File: src/rtl/dchain_pkg.sv
package dchain_pkg;

  typedef enum logic [2:0] {
    ST_IDLE  = 3'd0,
    ST_FETCH = 3'd1,
    ST_RD    = 3'd2,
    ST_WR    = 3'd3,
    ST_STAT  = 3'd4,
    ST_CLRV  = 3'd5,
    ST_NEXT  = 3'd6
  } eng_state_t;

  // register word offsets
  localparam logic [2:0] RA_CTRL   = 3'd0;
  localparam logic [2:0] RA_DPTR   = 3'd1;
  localparam logic [2:0] RA_BELL   = 3'd2;
  localparam logic [2:0] RA_PEND   = 3'd3;
  localparam logic [2:0] RA_STAT   = 3'd4;
  localparam logic [2:0] RA_REMAIN = 3'd5;

  // descriptor layout and command-word fields
  localparam int VALID_BIT  = 31;
  localparam int IE_BIT     = 8;
  localparam int CV_BIT     = 2;
  localparam int NXT_W      = 27;
  localparam int ALIGN_W    = 5;
  localparam int STAT_OFS   = 24;

endpackage

File: src/rtl/dchain_regs.sv
module dchain_regs
  import dchain_pkg::*;
#(
  parameter int AW  = 32,
  parameter int BCW = 22
) (
  input  logic           clk,
  input  logic           rst_n,
  input  logic           reg_we,
  input  logic [2:0]     reg_addr,
  input  logic [31:0]    reg_wdata,
  output logic [31:0]    reg_rdata,
  input  logic           halted,
  input  logic           desc_valid,
  input  logic [AW-1:0]  dptr,
  input  logic [BCW-1:0] remain,
  input  logic           start,
  input  logic           done,
  input  logic           done_ie,
  output logic           enable,
  output logic           bell_pend,
  output logic           dptr_wr,
  output logic           irq
);

  logic en_q, en_d;
  logic bell_q, bell_d;
  logic pend_q, pend_d;
  logic ie_q, ie_d;
  logic wr_ctrl, wr_bell, wr_pend;

  assign wr_ctrl = reg_we && (reg_addr == RA_CTRL);
  assign wr_bell = reg_we && (reg_addr == RA_BELL);
  assign wr_pend = reg_we && (reg_addr == RA_PEND);
  assign dptr_wr = reg_we && (reg_addr == RA_DPTR);

  always_comb begin
    en_d   = en_q;
    bell_d = bell_q;
    pend_d = pend_q;
    ie_d   = ie_q;
    if (wr_ctrl) en_d = reg_wdata[0];
    if (start)   bell_d = 1'b0;
    if (wr_bell) bell_d = 1'b1;
    if (wr_pend && reg_wdata[0]) pend_d = 1'b0;
    if (done) begin
      pend_d = 1'b1;
      ie_d   = done_ie;
    end
  end

  always_ff @(posedge clk or negedge rst_n) begin
    if (!rst_n) begin
      en_q   <= 1'b0;
      bell_q <= 1'b0;
      pend_q <= 1'b0;
      ie_q   <= 1'b0;
    end else begin
      en_q   <= en_d;
      bell_q <= bell_d;
      pend_q <= pend_d;
      ie_q   <= ie_d;
    end
  end

  always_comb begin
    case (reg_addr)
      RA_CTRL:   reg_rdata = {31'b0, en_q};
      RA_DPTR:   reg_rdata = 32'(dptr);
      RA_PEND:   reg_rdata = {31'b0, pend_q};
      RA_STAT:   reg_rdata = {29'b0, bell_q, desc_valid, halted};
      RA_REMAIN: reg_rdata = 32'(remain);
      default:   reg_rdata = 32'b0;
    endcase
  end

  assign enable    = en_q;
  assign bell_pend = bell_q;
  assign irq       = pend_q & ie_q;


  pend_src_chk: assert property (@(posedge clk) disable iff (!rst_n)
    $rose(pend_q) |-> $past(done));


  bell_start_chk: assert property (@(posedge clk) disable iff (!rst_n)
    (halted && en_q && bell_q) |=> !halted);

endmodule

File: src/rtl/dchain_engine.sv
module dchain_engine
  import dchain_pkg::*;
#(
  parameter int AW  = 32,
  parameter int BCW = 22
) (
  input  logic           clk,
  input  logic           rst_n,
  input  logic           enable,
  input  logic           bell_pend,
  input  logic           dptr_wr,
  input  logic [AW-1:0]  dptr_wdata,
  output logic           start,
  output logic           done,
  output logic           done_ie,
  output logic           halted,
  output logic           desc_valid,
  output logic [AW-1:0]  dptr,
  output logic [BCW-1:0] remain,
  output logic           mem_req,
  output logic           mem_we,
  output logic [AW-1:0]  mem_addr,
  output logic [31:0]    mem_wdata,
  input  logic           mem_ack,
  input  logic [31:0]    mem_rdata
);

  localparam logic [AW-1:0]  WSTEP = AW'(4);
  localparam logic [BCW-1:0] BSTEP = BCW'(4);

  eng_state_t       state_q, state_d;
  logic [2:0]       widx_q, widx_d;
  logic [AW-1:0]    dptr_q, dptr_d;
  logic [31:0]      cmd0_q, cmd0_d;
  logic [BCW-1:0]   remain_q, remain_d;
  logic [AW-1:0]    src_q, src_d;
  logic [AW-1:0]    dst_q, dst_d;
  logic [NXT_W-1:0] nxt_q, nxt_d;
  logic [31:0]      data_q, data_d;
  logic             valid_q, valid_d;
  logic [31:0]      stat_word;
  logic [31:0]      cmd0_clr;
  logic             unused_lo;

  assign unused_lo = ^dptr_wdata[ALIGN_W-1:0];
  assign cmd0_clr  = {1'b0, cmd0_q[30:0]};

  always_comb begin
    case (cmd0_q[1:0])
      2'd1:    stat_word = {29'b0, bell_pend, valid_q, 1'b0};
      2'd2:    stat_word = cmd0_clr;
      2'd3:    stat_word = 32'(remain_q);
      default: stat_word = 32'b0;
    endcase
  end

  always_comb begin
    state_d   = state_q;
    widx_d    = widx_q;
    dptr_d    = dptr_q;
    cmd0_d    = cmd0_q;
    remain_d  = remain_q;
    src_d     = src_q;
    dst_d     = dst_q;
    nxt_d     = nxt_q;
    data_d    = data_q;
    valid_d   = valid_q;
    mem_req   = 1'b0;
    mem_we    = 1'b0;
    mem_addr  = '0;
    mem_wdata = 32'b0;
    start     = 1'b0;
    done      = 1'b0;
    case (state_q)
      ST_IDLE: begin
        if (dptr_wr) dptr_d = {dptr_wdata[AW-1:ALIGN_W], {ALIGN_W{1'b0}}};
        if (enable && bell_pend) begin
          start   = 1'b1;
          widx_d  = 3'd0;
          state_d = ST_FETCH;
        end
      end
      ST_FETCH: begin
        mem_req  = 1'b1;
        mem_addr = dptr_q + AW'({widx_q, 2'b00});
        if (mem_ack) begin
          widx_d = widx_q + 3'd1;
          case (widx_q)
            3'd0: begin
              cmd0_d  = mem_rdata;
              valid_d = mem_rdata[VALID_BIT];
              if (!mem_rdata[VALID_BIT]) state_d = ST_IDLE;
            end
            3'd1: remain_d = mem_rdata[BCW-1:0];
            3'd2: src_d    = mem_rdata[AW-1:0];
            3'd4: dst_d    = mem_rdata[AW-1:0];
            3'd7: begin
              nxt_d   = mem_rdata[NXT_W-1:0];
              state_d = ST_RD;
            end
            default: ;
          endcase
        end
      end
      ST_RD: begin
        if (remain_q == '0) begin
          data_d  = stat_word;
          state_d = ST_STAT;
        end else begin
          mem_req  = 1'b1;
          mem_addr = src_q;
          if (mem_ack) begin
            data_d  = mem_rdata;
            state_d = ST_WR;
          end
        end
      end
      ST_WR: begin
        mem_req   = 1'b1;
        mem_we    = 1'b1;
        mem_addr  = dst_q;
        mem_wdata = data_q;
        if (mem_ack) begin
          src_d    = src_q + WSTEP;
          dst_d    = dst_q + WSTEP;
          remain_d = (remain_q > BSTEP) ? remain_q - BSTEP : '0;
          state_d  = ST_RD;
        end
      end
      ST_STAT: begin
        if (cmd0_q[1:0] == 2'd0) begin
          state_d = ST_CLRV;
        end else begin
          mem_req   = 1'b1;
          mem_we    = 1'b1;
          mem_addr  = dptr_q + AW'(STAT_OFS);
          mem_wdata = data_q;
          if (mem_ack) state_d = ST_CLRV;
        end
      end
      ST_CLRV: begin
        if (!cmd0_q[CV_BIT]) begin
          state_d = ST_NEXT;
        end else begin
          mem_req   = 1'b1;
          mem_we    = 1'b1;
          mem_addr  = dptr_q;
          mem_wdata = cmd0_clr;
          if (mem_ack) state_d = ST_NEXT;
        end
      end
      ST_NEXT: begin
        done    = 1'b1;
        dptr_d  = AW'({nxt_q, {ALIGN_W{1'b0}}});
        widx_d  = 3'd0;
        state_d = enable ? ST_FETCH : ST_IDLE;
      end
      default: state_d = ST_IDLE;
    endcase
  end

  always_ff @(posedge clk or negedge rst_n) begin
    if (!rst_n) begin
      state_q  <= ST_IDLE;
      widx_q   <= 3'd0;
      dptr_q   <= '0;
      cmd0_q   <= 32'b0;
      remain_q <= '0;
      src_q    <= '0;
      dst_q    <= '0;
      nxt_q    <= '0;
      data_q   <= 32'b0;
      valid_q  <= 1'b0;
    end else begin
      state_q  <= state_d;
      widx_q   <= widx_d;
      dptr_q   <= dptr_d;
      cmd0_q   <= cmd0_d;
      remain_q <= remain_d;
      src_q    <= src_d;
      dst_q    <= dst_d;
      nxt_q    <= nxt_d;
      data_q   <= data_d;
      valid_q  <= valid_d;
    end
  end

  assign done_ie    = cmd0_q[IE_BIT];
  assign halted     = (state_q == ST_IDLE);
  assign desc_valid = valid_q;
  assign dptr       = dptr_q;
  assign remain     = remain_q;


  mem_hold_chk: assert property (@(posedge clk) disable iff (!rst_n)
    (mem_req && !mem_ack) |=> (mem_req && $stable(mem_addr) && $stable(mem_we)
                               && $stable(mem_wdata)));


  remain_dec_chk: assert property (@(posedge clk) disable iff (!rst_n)
    (state_q == ST_WR && mem_ack) |=> (remain_q < $past(remain_q)));


  halt_invalid_chk: assert property (@(posedge clk) disable iff (!rst_n)
    (state_q == ST_FETCH && widx_q == 3'd0 && mem_ack && !mem_rdata[VALID_BIT])
      |=> (halted && !desc_valid && !mem_req));


  dptr_align_chk: assert property (@(posedge clk) disable iff (!rst_n)
    dptr_q[ALIGN_W-1:0] == '0);

endmodule

File: src/rtl/dchain_dma.sv
module dchain_dma
  import dchain_pkg::*;
#(
  parameter int AW  = 32,
  parameter int BCW = 22
) (
  input  logic          clk,
  input  logic          rst_n,
  input  logic          reg_we,
  input  logic [2:0]    reg_addr,
  input  logic [31:0]   reg_wdata,
  output logic [31:0]   reg_rdata,
  output logic          mem_req,
  output logic          mem_we,
  output logic [AW-1:0] mem_addr,
  output logic [31:0]   mem_wdata,
  input  logic          mem_ack,
  input  logic [31:0]   mem_rdata,
  output logic          irq
);

  logic [1:0]     rsync_q;
  logic           rst_sn;
  logic           enable, bell_pend, dptr_wr;
  logic           start, done, done_ie, halted, desc_valid;
  logic [AW-1:0]  dptr;
  logic [BCW-1:0] remain;

  always_ff @(posedge clk or negedge rst_n) begin
    if (!rst_n) rsync_q <= 2'b00;
    else        rsync_q <= {rsync_q[0], 1'b1};
  end
  assign rst_sn = rsync_q[1];

  dchain_regs #(.AW(AW), .BCW(BCW)) u_regs (
    .clk        (clk),
    .rst_n      (rst_sn),
    .reg_we     (reg_we),
    .reg_addr   (reg_addr),
    .reg_wdata  (reg_wdata),
    .reg_rdata  (reg_rdata),
    .halted     (halted),
    .desc_valid (desc_valid),
    .dptr       (dptr),
    .remain     (remain),
    .start      (start),
    .done       (done),
    .done_ie    (done_ie),
    .enable     (enable),
    .bell_pend  (bell_pend),
    .dptr_wr    (dptr_wr),
    .irq        (irq)
  );

  dchain_engine #(.AW(AW), .BCW(BCW)) u_engine (
    .clk        (clk),
    .rst_n      (rst_sn),
    .enable     (enable),
    .bell_pend  (bell_pend),
    .dptr_wr    (dptr_wr),
    .dptr_wdata (reg_wdata[AW-1:0]),
    .start      (start),
    .done       (done),
    .done_ie    (done_ie),
    .halted     (halted),
    .desc_valid (desc_valid),
    .dptr       (dptr),
    .remain     (remain),
    .mem_req    (mem_req),
    .mem_we     (mem_we),
    .mem_addr   (mem_addr),
    .mem_wdata  (mem_wdata),
    .mem_ack    (mem_ack),
    .mem_rdata  (mem_rdata)
  );

endmodule

File: config.mk
export PLATFORM = sky130hd
export DESIGN_NAME = dchain_dma
export DESIGN_NICKNAME = d
export VERILOG_FILES = /design/src/rtl/dchain_pkg.sv /design/src/rtl/dchain_regs.sv /design/src/rtl/dchain_engine.sv /design/src/rtl/dchain_dma.sv
export SDC_FILE = /design/constraint.sdc
export NUM_CORES = 1
export LEC_CHECK = 0
export ABC_AREA = 0
export BUFFER_PORTS_ARGS = -buffer_cell sky130_fd_sc_hd__buf_4
export CAP_MARGIN = 15
export CORE_ASPECT_RATIO = 1.4
export CORE_MARGIN = 2
export CORE_UTILIZATION = 53
export DETAILED_ROUTE_END_ITERATION = 10
export HOLD_SLACK_MARGIN = 0.05
export PLACE_DENSITY_LB_ADDON = 0.08
export SLEW_MARGIN = 0
export SYNTH_ARGS = -nofsm -noshare
export SYNTH_HDL_FRONTEND = slang
export SYNTH_HIERARCHICAL = 1
export SYNTH_SLANG_ARGS = --single-unit
File: constraint.sdc
create_clock -name clk -period 5.9 [get_ports clk]
set_input_delay 0.885 -clock clk [delete_from_list [all_inputs] [get_ports clk]]
set_output_delay 0.885 -clock clk [all_outputs]
set_load 0.02 [all_outputs]
==> out/qor.csv <==
stage;metric;value;unit
routing;Routed Antenna Nets;0;
die;Initial Util;53.7;%
synth;area leader, netlist;dfrtp_1;
die;die area;0.0254;mm2
synth;Netlist cell types;70;
grt;grt ovf;0;
power;Power Density;463;mW/mm2
sta;Setup violations, final;0;
placement;post-detail-place hpwl;29.8;mm
synth;post-synthesis mux area share;15.4;%
final_layout;Syn-to-layout area delta;17.7;%
grt;initial antenna violation count;1;
final_layout;nets;1538;
sta;hold slack;0.129;ns
worst_setup_path;kind of critical path;register to primary output;
synth;synth top area cells;dfrtp_1 42%, mux2_2 11%, mux2i_1 4.6%, nand2_1 4.5%, a22o_1 4.3%;
synth;simple-gate share of the synthesized area;16.3;%
routing;drt pass-1 iters;5;
die;Core ar.;0.0238;mm2
die;Die W;135;um
grt;GRT Total Usage;33.5;%
clock_tree;Post-CTS Hold Buffers;0;
clock_tree;CTS H-tree depth;1;
worst_setup_path;CP startpoint kind;register;
grt;vias in the first global route;10926;
synth;Adder-Cell Fraction of Synth Area;0.978;%
synth;main combinational cell family by area after synthesis;compound AO/OA/AOI/OAI gates;
worst_setup_path;FF-to-FF End;u_engine/data_q[6];
sta;Max Fclk;225;MHz
final_layout;layout cells sized above 1;25.3;%
clock_tree;Root Driver;clkbuf_16;
synth;EDFF count, synth;0;
clock_tree;cts repair resizes;0;
worst_setup_path;R2R setup slack;2.78;ns
sta;Max Slew Vio Count;0;
worst_setup_path;Critical Path AT;3.56;ns
sta;minimum clock period;4.44;ns
final_layout;final core utilization;63.2;%
final_layout;register area;0.00541;mm2
job;MaxCap Viol Count;0;
power;leakage power;6.65;nW
sta;ratio of final minimum period to clock period;75.3;%
routing;DR vias;11412;
synth;Syn Inst Count;1340;
worst_hold_path;class of the worst hold path;input port to asynchronous set/reset pin;
routing;wire per inst;24.0;um
placement;count of buffers from port buffering;165;
worst_setup_path;critical path required time;5.02;ns
die;# rows;67;
die;Ports;170;
sta;unrepaired setup endpoints after global routing;false;
routing;# DRC;0;
clock_tree;clk slew on worst S/H paths;0.06;ns
clock_tree;clk sink count;216;
synth;Mapped Area;0.0128;mm2
synth;Synth Area in XOR/XNOR;0;%
synth;Async SR Flop Fraction;100;%
synth;top-count cell post-synth;dfrtp_1;
sta;worst slew pin tran;0.997;ns
die;die height;188;um
worst_setup_path;R2R depth;6;
worst_setup_path;Max Fanout on Critical Path;25;
worst_setup_path;FF-to-FF Start;u_engine/remain[10];
final_layout;Multi-input gate area;0.00682;mm2
synth;Seq cells post-synth;216;
synth;Post-synth top cells;216 x dfrtp_1, 154 x nand2_1, 121 x mux2_2;
worst_setup_path;critical path capture point type;primary output;
routing;DRT iter0 DRCs;990;
sta;Hold Fails Final Rpt;0;
synth;yosys warns;6;
clock_tree;worst-case clock buffer depth;3;
synth;compound-gate portion of the synthesized area;20.1;%
sta;slew margin rel.;33.0;%
routing;Via-to-Cell Ratio;6.40;
synth;Mapped Avg Cell Area;9.54;um2
routing;final WL;42.9;mm
grt;global-route wire length before repair;64.9;mm
synth;Seq/Total Area, Yosys;42.3;%
final_layout;FILL cells;2112;
sta;Setup TNS Final;0;ns
sta;Clock Skews;0.0124;ns
clock_tree;setup bufs post-CTS;0;
clock_tree;CTS Buf Count;24;
power;VDD IR-drop max;347;uV
placement;GPL Wtd Cong;0.914;
clock_tree;clk_lat worst skew;0.53;ns
synth;Main synth FF type;dfrtp_1;
run_status;status;finished, final reports clean;
grt;largest net degree at the start of global routing;106;
clock_tree;CTS tree;done;
power;total chip power;6.96;mW
synth;area share of the largest cell type after synthesis;42.3;%
[stage by stage]
step	setup WS [ns]	area, um2	std cells
floorplan	2.35	12800	1344
global placement	2.07	14200	1738
detailed placement	2.06	14200	1738
CTS	1.51	15000	1780
global route	1.29	15000	1783
finish	1.46	15000	1784
[sequential cells by signal, summed over array words and instances (netlist names)]
signal	flops
u_engine/dptr	27
u_regs/pend_q	1
u_engine/data_q	32
u_engine/state_q	3
u_engine/remain	22
u_engine/widx_q	3
u_regs/ie_q	1
rsync_q	2
u_engine/desc_valid	1
u_regs/bell_pend	1
u_engine/cmd0_q	31
u_engine/nxt_q	27
u_engine/dst_q	32
u_regs/enable	1
u_engine/src_q	32
[area by class of cell]
class | instances | area share (%)
Multi-Input combinational cell | 992 | 45.3
Sequential cell | 216 | 36.0
Timing Repair Buffer | 189 | 9.68
Clock buffer | 34 | 4.78
Tap cell | 310 | 2.58
Inverter | 34 | 0.848
Clock inverter | 8 | 0.807
Antenna cell | 1 | 0.0166
[cell families after synthesis]
group / after synthesis
buf+inv: 136
flops: 216
simple gates: 420
other cells: 2
fa+ha+maj: 10
compound gates: 375
mux: 181
[report_power, final]
| group | switching (mW) | internal, mW |
|---|---|---|
| Sequential | 0.497 | 1.86 |
| Clock | 0.629 | 0.978 |
| Combinational | 1.78 | 1.21 |
| Total | 2.91 | 4.05 |
[worst max-delay path by stage]
stage / slack [ns] / endpoint / cells past startpoint / from
6_report: 1.46 / mem_addr[6] / 7 / u_engine/state_q[1]
5_1_grt: 1.29 / mem_addr[8] / 7 / u_engine/state_q[1]
4_1_cts: 1.51 / mem_addr[8] / 7 / u_engine/state_q[1]
3_5_place_dp: 2.06 / mem_addr[8] / 7 / u_engine/state_q[1]
3_3_place_gp: 2.07 / mem_addr[8] / 7 / u_engine/state_q[1]
2_1_floorplan: 2.35 / u_engine/cmd0_q[0] / 0 / rsync_q[1]
[worst max-delay path, stage by stage (launching register included)]
cell	delay [ns]
dfrtp_1	0.86
nand2b_1	0.29
nor2_1	0.36
o21a_1	0.69
buf_4	0.38
nand2_1	0.12
nand3_1	0.16
buf_4	0.17
[metal layers]
metal | track usage, % | vias to the layer above | wire length [um]
met2 | 54.5 | 471 | 20700
met5 | 0 | - | 0
met4 | 19.4 | 0 | 2830
met1 | 42.4 | 5644 | 16700
li1 | - | 5166 | -
met3 | 4.76 | 131 | 2650
[placed cells by master, fill, tap and decap left out, types with 5 or more instances in the layout]
master,count
nand3_1,47
nand4_1,15
and3_1,16
a21oi_1,64
a31oi_1,20
nor2_1,72
mux2_2,121
dfrtp_1,215
mux2i_1,59
or3_1,6
o22a_1,13
nand2_1,154
nand2b_1,7
a2bb2oi_1,15
and4_1,5
conb_1,6
nor2b_1,25
a22oi_1,20
o21ai_0,89
o31ai_1,7
a22o_1,63
clkbuf_8,6
inv_1,33
clkbuf_16,25
nor4_1,6
ha_1,10
buf_4,185
o21a_1,7
o22ai_1,20
nor3_1,23
a221o_1,8
and2_1,18
No activity file was read; power rests on OpenSTA's default activity.
